===== src/rtl/tphs_pkg.sv =====
package tphs_pkg;

   // Occupancy of one stage, derived from its two phase bits
   typedef enum logic {
      SLOT_EMPTY = 1'b0,
      SLOT_FULL  = 1'b1
   } slot_state_e;

   // A stage is full when its own phase differs from the phase of its successor
   function automatic slot_state_e slot_state(input logic own_ph, input logic next_ph);
      return (own_ph != next_ph) ? SLOT_FULL : SLOT_EMPTY;
   endfunction

   // The C-element fires when both inputs agree and differ from its stored output
   function automatic logic celem_fires(input logic a, input logic b, input logic c);
      return (a == b) && (c != a);
   endfunction

endpackage


===== src/rtl/tphs_celem.sv =====
// Clocked equivalent of a Muller C-element whose second input is inverted.
// Input a is the incoming request phase. Input b_n is the phase of the next stage.
module tphs_celem (
   input  logic clk,
   input  logic rst_n,
   input  logic a,
   input  logic b_n,
   output logic c,
   output logic fire
);
   import tphs_pkg::*;

   logic b;

   assign b    = ~b_n;
   assign fire = celem_fires(a, b, c);

   always_ff @(posedge clk or negedge rst_n) begin
      if (!rst_n) begin
         c <= 1'b0;
      end else if (fire) begin
         c <= a;
      end
   end

endmodule


===== src/rtl/tphs_stage.sv =====
// One capture/pass stage: C-element control plus a word register that loads on firing.
module tphs_stage #(
   parameter int WIDTH    = 24,
   parameter bit DATA_RST = 1'b1
) (
   input  logic             clk,
   input  logic             rst_n,
   input  logic             req_i,
   input  logic             nxt_ph_i,
   input  logic [WIDTH-1:0] d_i,
   output logic             req_o,
   output logic [WIDTH-1:0] q_o
);
   logic cap;

   tphs_celem u_ctl (
      .clk   (clk),
      .rst_n (rst_n),
      .a     (req_i),
      .b_n   (nxt_ph_i),
      .c     (req_o),
      .fire  (cap)
   );

   generate
      if (DATA_RST) begin : g_rst_data
         always_ff @(posedge clk or negedge rst_n) begin
            if (!rst_n) begin
               q_o <= '0;
            end else if (cap) begin
               q_o <= d_i;
            end
         end
      end else begin : g_plain_data
         always_ff @(posedge clk) begin
            if (cap) begin
               q_o <= d_i;
            end
         end
      end
   endgenerate

endmodule


===== src/rtl/tphs_pipe.sv =====
// Chain of DEPTH transition-signalled stages.
module tphs_pipe #(
   parameter int WIDTH    = 24,
   parameter int DEPTH    = 4,
   parameter bit DATA_RST = 1'b1
) (
   input  logic             clk,
   input  logic             rst_n,
   input  logic             in_req,
   input  logic [WIDTH-1:0] in_data,
   output logic             in_ack,
   output logic             out_req,
   output logic [WIDTH-1:0] out_data,
   input  logic             out_ack
);
   localparam int LAST = DEPTH - 1;

   generate
      if (WIDTH < 1) begin : g_bad_width
         $error("tphs_pipe: WIDTH must be at least 1");
      end
      if (DEPTH < 1) begin : g_bad_depth
         $error("tphs_pipe: DEPTH must be at least 1");
      end
   endgenerate

   logic [DEPTH-1:0] ph;
   logic [WIDTH-1:0] word [DEPTH];

   generate
      for (genvar i = 0; i < DEPTH; i++) begin : g_stage
         logic             req_src;
         logic             nxt_src;
         logic [WIDTH-1:0] d_src;

         if (i == 0) begin : g_head
            assign req_src = in_req;
            assign d_src   = in_data;
         end else begin : g_body
            assign req_src = ph[i-1];
            assign d_src   = word[i-1];
         end

         if (i == LAST) begin : g_tail
            assign nxt_src = out_ack;
         end else begin : g_inner
            assign nxt_src = ph[i+1];
         end

         tphs_stage #(
            .WIDTH    (WIDTH),
            .DATA_RST (DATA_RST)
         ) u_stage (
            .clk      (clk),
            .rst_n    (rst_n),
            .req_i    (req_src),
            .nxt_ph_i (nxt_src),
            .d_i      (d_src),
            .req_o    (ph[i]),
            .q_o      (word[i])
         );
      end
   endgenerate

   assign in_ack   = ph[0];
   assign out_req  = ph[LAST];
   assign out_data = word[LAST];

endmodule


===== config.mk =====
export PLATFORM = sky130hd
export DESIGN_NAME = tphs_pipe
export DESIGN_NICKNAME = d
export VERILOG_FILES = /design/src/rtl/tphs_pkg.sv /design/src/rtl/tphs_celem.sv /design/src/rtl/tphs_stage.sv /design/src/rtl/tphs_pipe.sv
export SDC_FILE = /design/constraint.sdc
export NUM_CORES = 1
export LEC_CHECK = 0
export BUFFER_PORTS_ARGS = -buffer_cell sky130_fd_sc_hd__buf_4
export CORE_UTILIZATION = 40
export DETAILED_ROUTE_END_ITERATION = 7
export HOLD_SLACK_MARGIN = 0.15
export PLACE_DENSITY = 0.56
export SLEW_MARGIN = 20
export SYNTH_ARGS = -nofsm -noshare
export SYNTH_HDL_FRONTEND = slang
export SYNTH_SLANG_ARGS = --single-unit

===== constraint.sdc =====
create_clock -name clk -period 1.92 [get_ports clk]
set_input_delay 0.096 -clock clk [delete_from_list [all_inputs] [get_ports clk]]
set_output_delay 0.096 -clock clk [all_outputs]
set_load 0.02 [all_outputs]

### After elaboration in Yosys (flattened, before gate mapping)

Cells that the tools add are included.

* bitwise operators: 4
* equal/unequal tests: 8
* reductions and logical operators: 4

Operators by type and width (count)
* equality test 1 bit: 4
* logical AND 1 bit: 4
* inequality test 1 bit: 4
* NOT 1 bit: 4

* output and inout port bits: 26
* register bits after elaboration: 100
* bits of input ports: 28
* word-level logic and storage cells: 24

### Longest topological paths before layout

Gate-level depths: netlist of the first run.

* depth after elaboration: 3
* gate-level depth with buffers: 6

### Modules after synthesis

From an unflattened synthesis of the first run, not the netlist that was laid out.

* cell total of the unflattened synthesis: 232
* area, all modules: 4229.1 µm²

Modules (own cells, without submodules)
* tphs_stage: area each 997.2 µm², instances 4, cells each 51
* tphs_celem: area each 60.1 µm², instances 4, cells each 7

### Least setup slack after synthesis of the first run

No wires, ideal clock.

* path type: reg2reg
* start: reg g_stage[0].u_stage.u_ctl.c
* end: reg g_stage[1].u_stage.q_o[10]
* stages on the path, launching flop included: 6
* buffers on the path: 2
* required time: 1795 ps
* library setup time: 125 ps
* data arrival time: 1453 ps
* setup slack: 343 ps
* cell sequence: dfrtp_1 buf_4 nand3b_1 o21ai_4 buf_4 mux2_2

* longest elaborated chain between the ends: 2
* elaborated cells on any way between the ends: 3

RTL lines
* from (decl): line tphs_celem.sv:8 `output logic c,`
* from (signal assigned): line tphs_celem.sv:20 `c <= 1'b0;`
* from (signal assigned): line tphs_celem.sv:22 `c <= a;`
* equality test 1 bit or inequality test 1 bit (tied branches): line tphs_pkg.sv:16 `return (a == b) && (c != a);`
* logical AND 1 bit (*): line tphs_pkg.sv:16
* to (signal assigned): line tphs_stage.sv:31 `q_o <= d_i;`
* to (decl): line tphs_stage.sv:12 `output logic [WIDTH-1:0] q_o`

Mark *: on every way between the ends. The rest lies on a longest branch, timed or not.
A chain may end at the register's enable or synchronous reset.

### Worst setup path in the final report of the first run

* start: reg g_stage[1].u_stage.u_ctl.c
* end: reg g_stage[1].u_stage.q_o[5]

* longest elaborated chain between the ends: 2

RTL lines (line)
* from (decl): tphs_celem.sv:8
* from (signal assigned): tphs_celem.sv:20
* from (signal assigned): tphs_celem.sv:22
* inequality test 1 bit: tphs_pkg.sv:16
* logical AND 1 bit: tphs_pkg.sv:16

Every way passes these cells.

==> results.json, run 1 <==
{
  "cts_buffer_depth": 2,
  "pwr-share-comb_pct": 47.6,
  "route.detailed.drc": 0,
  "initialDrtViolationCount": 267,
  "seq_area_frac_synth_pct": 46.8,
  "dr.pass1.iters": 4,
  "grt_max_degree": 70,
  "gr-usage-met2_pct": 28.4,
  "die_x_um": 118,
  "grtUsageMet3_pct": 2.42,
  "hold_viol": 0,
  "synth_flop_cell": "dfrtp_1",
  "hold_path_class": "primary input to async pin",
  "async_reset_ff_share_pct": 100,
  "drv_cap": 0,
  "cts_tree": "yes",
  "endpoint_kind": "flip-flop",
  "initial_core_util_pct": 41.7,
  "fp.dieArea_um2": 13800,
  "arrival_ps": 1990,
  "drt-wirelength-per-cell_um": 17.3,
  "grt-ovfl-total": 0,
  "gp_congestion": 0.739,
  "grt_use_total_pct": 19.4,
  "synthTopCellsByCount": "dfrtp_1 (100), nor3_1 (41), o22ai_1 (41)",
  "synth_most_common_cell": "dfrtp_1",
  "grt_setup_unrepaired": "false",
  "ys_top_cells_by_area": "dfrtp_1 (47%), mux2_2 (5.7%), a211oi_1 (5.5%)",
  "leakagePower_uw": 0.00233,
  "drive_gt1_share_pct": 26.3,
  "area_delta_synth_final_pct": 19.6,
  "ant_nets": 0,
  "ir_worst_vdd_mv": 0.976,
  "fill_cells": 1168,
  "yosys_warnings": 0,
  "grt.busiest_layer": "met1",
  "synth_edf_count": 0,
  "final.period_utilization_pct": 91.9,
  "rows": 41,
  "pwr-share-seq_pct": 38.3,
  "tns_ps": 0,
  "fin_cells": 742,
  "cellPowerDensity_nw_per_um2": 1820,
  "tightestPinTransition_ps": 697,
  "start_kind": "flip-flop",
  "synth_cells": 507,
  "finalPower_uw": 11600,
  "relSlewSlack_pct": 53.3,
  "status": "complete, no violations",
  "hpwlAfterDp_um": 8140,
  "numCtsBuffers": 9,
  "drv_slew": 0,
  "totalWireLength_um": 12800,
  "rr_worst_depth": 3,
  "grt_pass1_vias": 4176,
  "clock_latency_ps": 350,
  "antenna_found_initial": 0,
  "yosysTopAreaCell": "dfrtp_1",
  "io-pin-count": 54,
  "grt_first_pass_wirelength_um": 21900,
  "synth_top_area_share_pct": 46.8,
  "core_um2": 12800,
  "skew_ps": 9.97,
  "syn_nets": 535,
  "setup_violations": 0,
  "vias": 4376,
  "p_int_uw": 6860,
  "clock.fmax_mhz": 567,
  "dp_cells": 699,
  "period_minus_slack_ps": 1760,
  "ys_types": 33,
  "netlist_area_um2": 5350,
  "num_antenna_cells": 0,
  "path_clk_slew_ps": 70,
  "via_per_inst": 5.90,
  "power_switching_share_pct": 41.0,
  "crit_type": "flip-flop to flip-flop",
  "io_buffer_count": 53,
  "p_switching_uw": 4770,
  "htreeDepth": 3,
  "die_y_um": 118,
  "nNetsFinal": 593,
  "avgSynthCellArea_um2": 10.6,
  "cts_resized": 0,
  "p_clk_share_pct": 14.1,
  "path_max_fanout": 23,
  "grt.met1_usage_pct": 29.0,
  "clkSinkCount": 100,
  "ys_ff_latch": 100,
  "cp.required_ps": 2150,
  "root_buffer": "clkbuf_16"
}
power groups by stage:
| stage | registers [uW] | logic (uW) | clock network, uW |
|---|---|---|---|
| 2_1_floorplan | 4240 | 4240 | 0 |
| 5_1_grt | 4650 | 6090 | 1790 |
| 3_3_place_gp | 4400 | 5360 | 0 |
| 6_report | 4450 | 5540 | 1640 |
| 4_1_cts | 4430 | 5560 | 1690 |
| 3_5_place_dp | 4470 | 5500 | 0 |
state kept, by name, summed over array words and instances, names as in the netlist:
signal,cells
g_stage.u_stage.q_o,96
g_stage.u_stage.u_ctl.c,4
repair_timing:
item,in CTS,in global routing
setup buffers,0,0
endpoints found under the hold margin,127,0
hold buffers,27,0
routing by layer:
layer,vias to the layer above,wire length [um],part of all wire [%]
li1,2109,-,-
met3,12,457,3.6
met2,97,5530,43
met1,2158,6640,52
met4,0,195,1.5
met5,-,0,0
final cells by class:
| cell class | count | area [um2] | area share, % |
|---|---|---|---|
| clock inverter | 3 | 15.0 | 0.235 |
| clock buffer | 13 | 240 | 3.75 |
| tap | 172 | 215 | 3.36 |
| multi-input combinational | 347 | 2520 | 39.3 |
| inverter | 1 | 3.75 | 0.0587 |
| sequential | 100 | 2510 | 39.2 |
| timing repair buffer | 106 | 901 | 14.1 |
logic make-up after synthesis:
family / Yosys count / share of synthesized area (%)
AOI/OAI and AO/OA: 176 / 24.7
adders and majority gates: 1 / 0.187
buffers and inverters: 60 / 6.20
DFF: 100 / 46.8
muxes: 32 / 7.15
and+or+nand+nor: 138 / 15.0
critical path: stages (launching register included):
cell      delay, ps
dfrtp_2         490
nand2b_4        180
o21ai_4         560
mux2_2          410
path summary, 6_finish.rpt:
kind / startpoint / to / slack (ps)
setup / recovery: g_stage[1].u_stage.u_ctl.c$_DFFE_PN0P_ / g_stage[1].u_stage.q_o[5]$_DFFE_PN0P_ / 160
hold / removal: rst_n / g_stage[2].u_stage.q_o[1]$_DFFE_PN0P_ / 230
setup reg to reg: g_stage[1].u_stage.u_ctl.c$_DFFE_PN0P_ / g_stage[1].u_stage.q_o[5]$_DFFE_PN0P_ / 160
hold reg to reg: g_stage[0].u_stage.q_o[2]$_DFFE_PN0P_ / g_stage[0].u_stage.q_o[2]$_DFFE_PN0P_ / 510
max in group asynchronous: rst_n / g_stage[3].u_stage.q_o[15]$_DFFE_PN0P_ / 1070
min in group clk: g_stage[0].u_stage.q_o[2]$_DFFE_PN0P_ / g_stage[0].u_stage.q_o[2]$_DFFE_PN0P_ / 510
cell usage in the layout, fill, tap and decap left out:
master and instances:
dfrtp_1 97, buf_4 76, o22ai_1 41, nor3_1 41
a211oi_1 39, nor2_1 28, o21ai_0 28, mux2_2 27
dlygate4sd3_1 27, nand3b_1 26, nor3b_1 25, o31ai_1 24
o221a_2 23, o32ai_1 16, clkbuf_16 9, nand2_1 6
nand2b_1 5, clkbuf_1 4, mux2_1 3, nor2b_1 3
clkinv_2 3, dfrtp_2 3, buf_12 3, mux2i_4 2
nand2b_4 1, o21ai_4 1, nand2_2 1, o221a_1 1
or4b_1 1, o311ai_0 1, a21oi_1 1, a211oi_2 1
and3_1 1, inv_1 1, maj3_1 1
metrics by stage:
stage	utilization (%)	area, um2	worst slack [ps]	hold WS, ps
detailed placement	45.8	5870	138	74.8
floorplan	-	5350	343	-200
global placement	45.8	5870	182	69.0
global route	49.9	6400	53.4	274
CTS	49.9	6400	124	249
finish	49.9	6400	155	225
No activity file was read; power rests on OpenSTA's default activity.
==> inputs of run 2 (changes only) <==
Settings changed: ABC_AREA set to 1, PLACE_DENSITY 0.56 to 0.57.
==> results.json, run 2 <==
{
  "clock.fmax_mhz": 662,
  "netlist_area_um2": 4170,
  "ant_nets": 0,
  "ys_ff_latch": 100,
  "via_per_inst": 4.70,
  "tns_ps": 0,
  "io-pin-count": 54,
  "p_int_uw": 4730,
  "crit_type": "flip-flop to flip-flop",
  "pwr-share-seq_pct": 45.9,
  "io_buffer_count": 53,
  "fin_area_um2": 5060,
  "cp.buffers_inverters": 1,
  "final.period_utilization_pct": 78.6,
  "grt-ovfl-total": 0,
  "grt_use_total_pct": 17.2,
  "cts_buffer_depth": 2,
  "path_cells": "inv_1 > nand3_4 > nand2_4 > nand2_1 > nand2_1",
  "initialDrtViolationCount": 121,
  "grt_setup_unrepaired": "false",
  "dr.pass1.iters": 4,
  "fill_cells": 972,
  "final_common_cell": "nand2_1",
  "p_switching_uw": 3170,
  "power_switching_share_pct": 40.1,
  "tightestPinTransition_ps": 579,
  "ir_worst_vdd_mv": 0.550,
  "place_area_um2": 4610,
  "clkSinkCount": 100,
  "htreeDepth": 3,
  "cp_top_family": "simple AND/OR/NAND/NOR gates",
  "core_um2": 9950,
  "cellPowerDensity_nw_per_um2": 1560,
  "root_buffer": "clkbuf_8",
  "async_reset_ff_share_pct": 100,
  "numCtsBuffers": 9,
  "cts_tree": "yes",
  "setup_violations": 0,
  "synth_cells": 442,
  "top_regs": "g_stage.u_stage.q_o: 96 flops, g_stage.u_stage.u_ctl.c: 4 flops",
  "path_max_fanout": 25,
  "cp.required_ps": 2210,
  "critPathMaxStageDelay_ps": 530,
  "yosys_warnings": 0,
  "synth_edf_count": 0,
  "p_clk_share_pct": 16.6,
  "largest_reg_flops": 96,
  "hold_path_class": "primary input to flip-flop",
  "cp_slowest_cell": "dfrtp_1",
  "die_x_um": 104,
  "area_delta_synth_final_pct": 21.3,
  "syn_nets": 470,
  "ys_top_cells_by_area": "dfrtp_1 (60%), nand2_1 (16%), nand3_1 (12%)",
  "gp_congestion": 0.711,
  "cp_common_cell": "nand2_1",
  "num_antenna_cells": 0,
  "status": "complete, no violations",
  "drive_gt1_share_pct": 21.6,
  "antenna_found_initial": 0,
  "fp.dieArea_um2": 10800,
  "grt_max_degree": 45,
  "synth_most_common_cell": "nand2_1",
  "nNetsFinal": 542,
  "skew_ps": 8.60,
  "synth_flop_cell": "dfrtp_1",
  "synthTopCellsByCount": "nand2_1 (175), dfrtp_1 (100), nand3_1 (96)",
  "hold_viol": 0,
  "relSlewSlack_pct": 61.4,
  "path_clk_slew_ps": 90,
  "totalWireLength_um": 8580,
  "drv_cap": 0,
  "die_y_um": 104,
  "grt_first_pass_wirelength_um": 14900,
  "yosysTopAreaCell": "dfrtp_1",
  "synth_top_area_share_pct": 60.0,
  "drv_slew": 0,
  "layout_common_cells": "nand2_1 (175), dfrtp_1 (100), nand3_1 (96)",
  "period_minus_slack_ps": 1510,
  "initial_core_util_pct": 41.9,
  "top_register": "g_stage.u_stage.q_o",
  "leakagePower_uw": 0.00271,
  "arrival_ps": 1800,
  "pwr-share-comb_pct": 37.6,
  "clock_latency_ps": 350,
  "route.detailed.drc": 0,
  "rows": 36,
  "seq_area_frac_synth_pct": 60.0,
  "ys_types": 17,
  "avgSynthCellArea_um2": 9.44,
  "grt_pass1_vias": 2989,
  "start_kind": "flip-flop",
  "drt-wirelength-per-cell_um": 13.2,
  "endpoint_kind": "flip-flop",
  "vias": 3061,
  "hpwlAfterDp_um": 5660
}
run 2: timing repair:
action / 4_1_cts / 5_1_grt
hold buffers: 26 / 0
endpoints found under the hold margin: 66 / 0
resized for setup: 0 / 0
buffers inserted: 0 / 0
run 2: through the flow:
stage	total power, uW	hold slack, ps	utilization (%)	setup slack (ps)	instances
after detailed placement	6630	136	46.3	423	610
after floorplan	5950	-200	-	699	442
after global placement	6550	142	46.3	449	610
after global routing	8590	253	50.9	248	651
final	7900	231	50.9	410	651
after CTS	8020	224	50.9	392	651
run 2: final cells by class:
class | instances | area, um2 | share of cell area, %
tap | 133 | 166 | 3.29
sequential | 100 | 2500 | 49.4
timing repair buffer | 87 | 731 | 14.4
inverter | 6 | 22.5 | 0.445
clock buffer | 10 | 138 | 2.72
multi-input combinational | 310 | 1450 | 28.6
clock inverter | 5 | 52.6 | 1.04
run 2: kinds of logic after synthesis:
kind of cell / count (synthesis) / synth area share (%)
AOI/OAI and AO/OA: 4 / 0.540
DFF: 100 / 60.0
and+or+nand+nor: 306 / 34.2
buffers and inverters: 32 / 5.31
run 2: power by group through the flow:
| stage | sequential [uW] | clock (uW) | combinational (uW) |
|---|---|---|---|
| 6_report | 3630 | 1310 | 2970 |
| 5_1_grt | 3750 | 1440 | 3400 |
| 4_1_cts | 3630 | 1360 | 3030 |
| 3_5_place_dp | 3670 | 0 | 2960 |
| 3_3_place_gp | 3650 | 0 | 2900 |
| 2_1_floorplan | 3660 | 0 | 2290 |
run 2: path summary, 6_finish.rpt:
check / cells after the start / start / end / slack [ps]
setup / recovery: 5 / g_stage[2].u_stage.u_ctl.c$_DFFE_PN0P_ / g_stage[3].u_stage.q_o[13]$_DFFE_PN0P_ / 410
hold / removal: 4 / in_req / g_stage[0].u_stage.q_o[11]$_DFFE_PN0P_ / 230
min in group asynchronous: 2 / rst_n / g_stage[0].u_stage.u_ctl.c$_DFFE_PN0P_ / 290
setup reg to reg: 5 / g_stage[2].u_stage.u_ctl.c$_DFFE_PN0P_ / g_stage[3].u_stage.q_o[13]$_DFFE_PN0P_ / 410
max in group asynchronous: 3 / rst_n / g_stage[3].u_stage.q_o[17]$_DFFE_PN0P_ / 990
hold reg to reg: 2 / g_stage[1].u_stage.q_o[21]$_DFFE_PN0P_ / g_stage[2].u_stage.q_o[21]$_DFFE_PN0P_ / 480
run 2: worst min-delay path, delay by kind of cell:
family                 cells  cell delay (ps)
buffers and inverters      1              110
and+or+nand+nor            3              350
run 2: metal layers:
metal  vias up  global-route usage, %  wire (um)
met5         -                      0          0
met4         0                   7.65        164
met3        12                   2.13        212
met2        57                   24.0       3710
met1      1433                   26.6       4490
li1       1559                      -          -
==> inputs of run 3 (changes only) <==
Settings changed: ABC_AREA 1 to 0, PLACE_DENSITY 0.57 to 0.56.
Clock period 1.92 ns to 1.5 ns, I/O delays scaled along.
==> results.json, run 3 (synthesis results as in run 1) <==
{
  "clkSinkCount": 100,
  "gp_congestion": 0.741,
  "leakagePower_uw": 0.00245,
  "fin_cells": 753,
  "die_x_um": 118,
  "initial_core_util_pct": 41.7,
  "htreeDepth": 3,
  "path_clk_slew_ps": 70,
  "totalWireLength_um": 13100,
  "drt-wirelength-per-cell_um": 17.4,
  "worstSetupStartpoint": "g_stage[2].u_stage.u_ctl.c$_DFFE_PN0P_",
  "ant_nets": 0,
  "start_kind": "flip-flop",
  "route.detailed.drc": 0,
  "dr.pass1.iters": 5,
  "fp.dieArea_um2": 13800,
  "dp_cells": 703,
  "die_y_um": 118,
  "grt_pass1_vias": 4146,
  "final.period_utilization_pct": 96.9,
  "io-pin-count": 54,
  "vias": 4477,
  "period_minus_slack_ps": 1450,
  "root_buffer": "clkbuf_16",
  "path_max_fanout": 23,
  "hold_path_class": "primary input to async pin",
  "rows": 41,
  "grt_use_total_pct": 19.4,
  "tightestPinTransition_ps": 478,
  "hold_viol": 0,
  "cts_tree": "yes",
  "grt-ovfl-total": 0,
  "top_regs": "g_stage.u_stage.q_o: 96 flops, g_stage.u_stage.u_ctl.c: 4 flops",
  "skew_ps": 6.99,
  "initialDrtViolationCount": 375,
  "layout_common_cells": "dfrtp_1 (96), buf_4 (77), o22ai_1 (41), nor3_1 (41), a211oi_1 (37)",
  "arrival_ps": 1680,
  "grt_first_pass_wirelength_um": 21800,
  "via_per_inst": 5.95,
  "io_buffer_count": 53,
  "largest_reg_flops": 96,
  "cts_buffer_depth": 2,
  "drv_slew": 0,
  "cellPowerDensity_nw_per_um2": 2360,
  "drive_gt1_share_pct": 29.4,
  "area_delta_synth_final_pct": 24.5,
  "r2r_start": "g_stage[2].u_stage.u_ctl.c$_DFFE_PN0P_",
  "ir_worst_vdd_mv": 1.10,
  "clock_latency_ps": 340,
  "worst-r2r-setup-slack_ps": 50,
  "drv_cap": 0,
  "relSlewSlack_pct": 67.4,
  "numCtsBuffers": 9,
  "core_um2": 12800,
  "hold_slack_ps": 198,
  "fill_cells": 1131,
  "num_antenna_cells": 0,
  "clock.fmax_mhz": 688,
  "top_register": "g_stage.u_stage.q_o",
  "grt_setup_unrepaired": "true",
  "status": "complete, no violations",
  "crit_type": "flip-flop to flip-flop",
  "antenna_found_initial": 0,
  "endpoint_kind": "flip-flop",
  "cp.required_ps": 1720,
  "setup_violations": 0,
  "nNetsFinal": 604,
  "hpwlAfterDp_um": 8200,
  "grt_max_degree": 43,
  "final_common_cell": "dfrtp_1"
}
-- run 3: worst paths after layout --
check                      depth (start not counted)                                     end
setup / recovery                                   4   g_stage[1].u_stage.q_o[1]$_DFFE_PN0P_
hold / removal                                     2   g_stage[3].u_stage.q_o[6]$_DFFE_PN0P_
setup reg to reg                                   4   g_stage[1].u_stage.q_o[1]$_DFFE_PN0P_
hold reg to reg                                    1   g_stage[1].u_stage.q_o[2]$_DFFE_PN0P_
max in group asynchronous                          3  g_stage[2].u_stage.u_ctl.c$_DFFE_PN0P_
min in group clk                                   1   g_stage[1].u_stage.q_o[2]$_DFFE_PN0P_
-- run 3: per-stage QoR --
| stage | instance area, um2 | setup slack [ps] | TNS (ps) | power, uW | util [%] |
|---|---|---|---|---|---|
| floorplan | 5360 | -4.54 | -75.4 | 10900 | - |
| global placement | 5940 | -122 | -2890 | 12600 | 46.3 |
| detailed placement | 5940 | -157 | -3460 | 13000 | 46.3 |
| CTS | 6590 | 20.6 | 0 | 15700 | 51.4 |
| global route | 6670 | -48.1 | -443 | 16900 | 52.0 |
| finish | 6670 | 46.8 | 0 | 15700 | 52.0 |
-- run 3: repair_timing --
item / 4_1_cts / 5_1_grt
gates cloned: 1 / 0
hold endpoints to repair: 128 / 0
setup endpoints to repair: 32 / 81
hold buffers: 27 / 0
buffers inserted: 5 / 1
resized for setup: 2 / 14
pin swaps: 0 / 3
-- run 3: worst max-delay path, cell delays in order (launching register included) --
cell	delay, ps
dfrtp_2	470
buf_4	170
o21ai_4	160
buf_12	190
mux2_2	340
-- run 3: layout make-up --
class | count | area [um2] | share of cell area, %
clock buffer | 15 | 268 | 4.02
clock inverter | 1 | 30.0 | 0.451
inverter | 1 | 3.75 | 0.0563
multi-input combinational | 348 | 2600 | 39.0
sequential | 100 | 2510 | 37.6
tap | 172 | 215 | 3.23
timing repair buffer | 116 | 1040 | 15.7
-- run 3: power by group --
group | switching (uW) | internal [uW]
Combinational | 3820 | 3960
Clock | 962 | 1390
Sequential | 1510 | 4100
Total | 6290 | 9450
-- run 3: layer usage --
metal  track usage, %  part of all wire, %  wire length [um]  vias to the layer above
li1                 -                    -                 -                     2139
met1             29.4                   50              6600                     2216
met2             27.9                   45              5860                      111
met3             2.57                  3.4               439                       11
met4             7.21                  1.4               179                        0
met5                0                    0                 0                        -
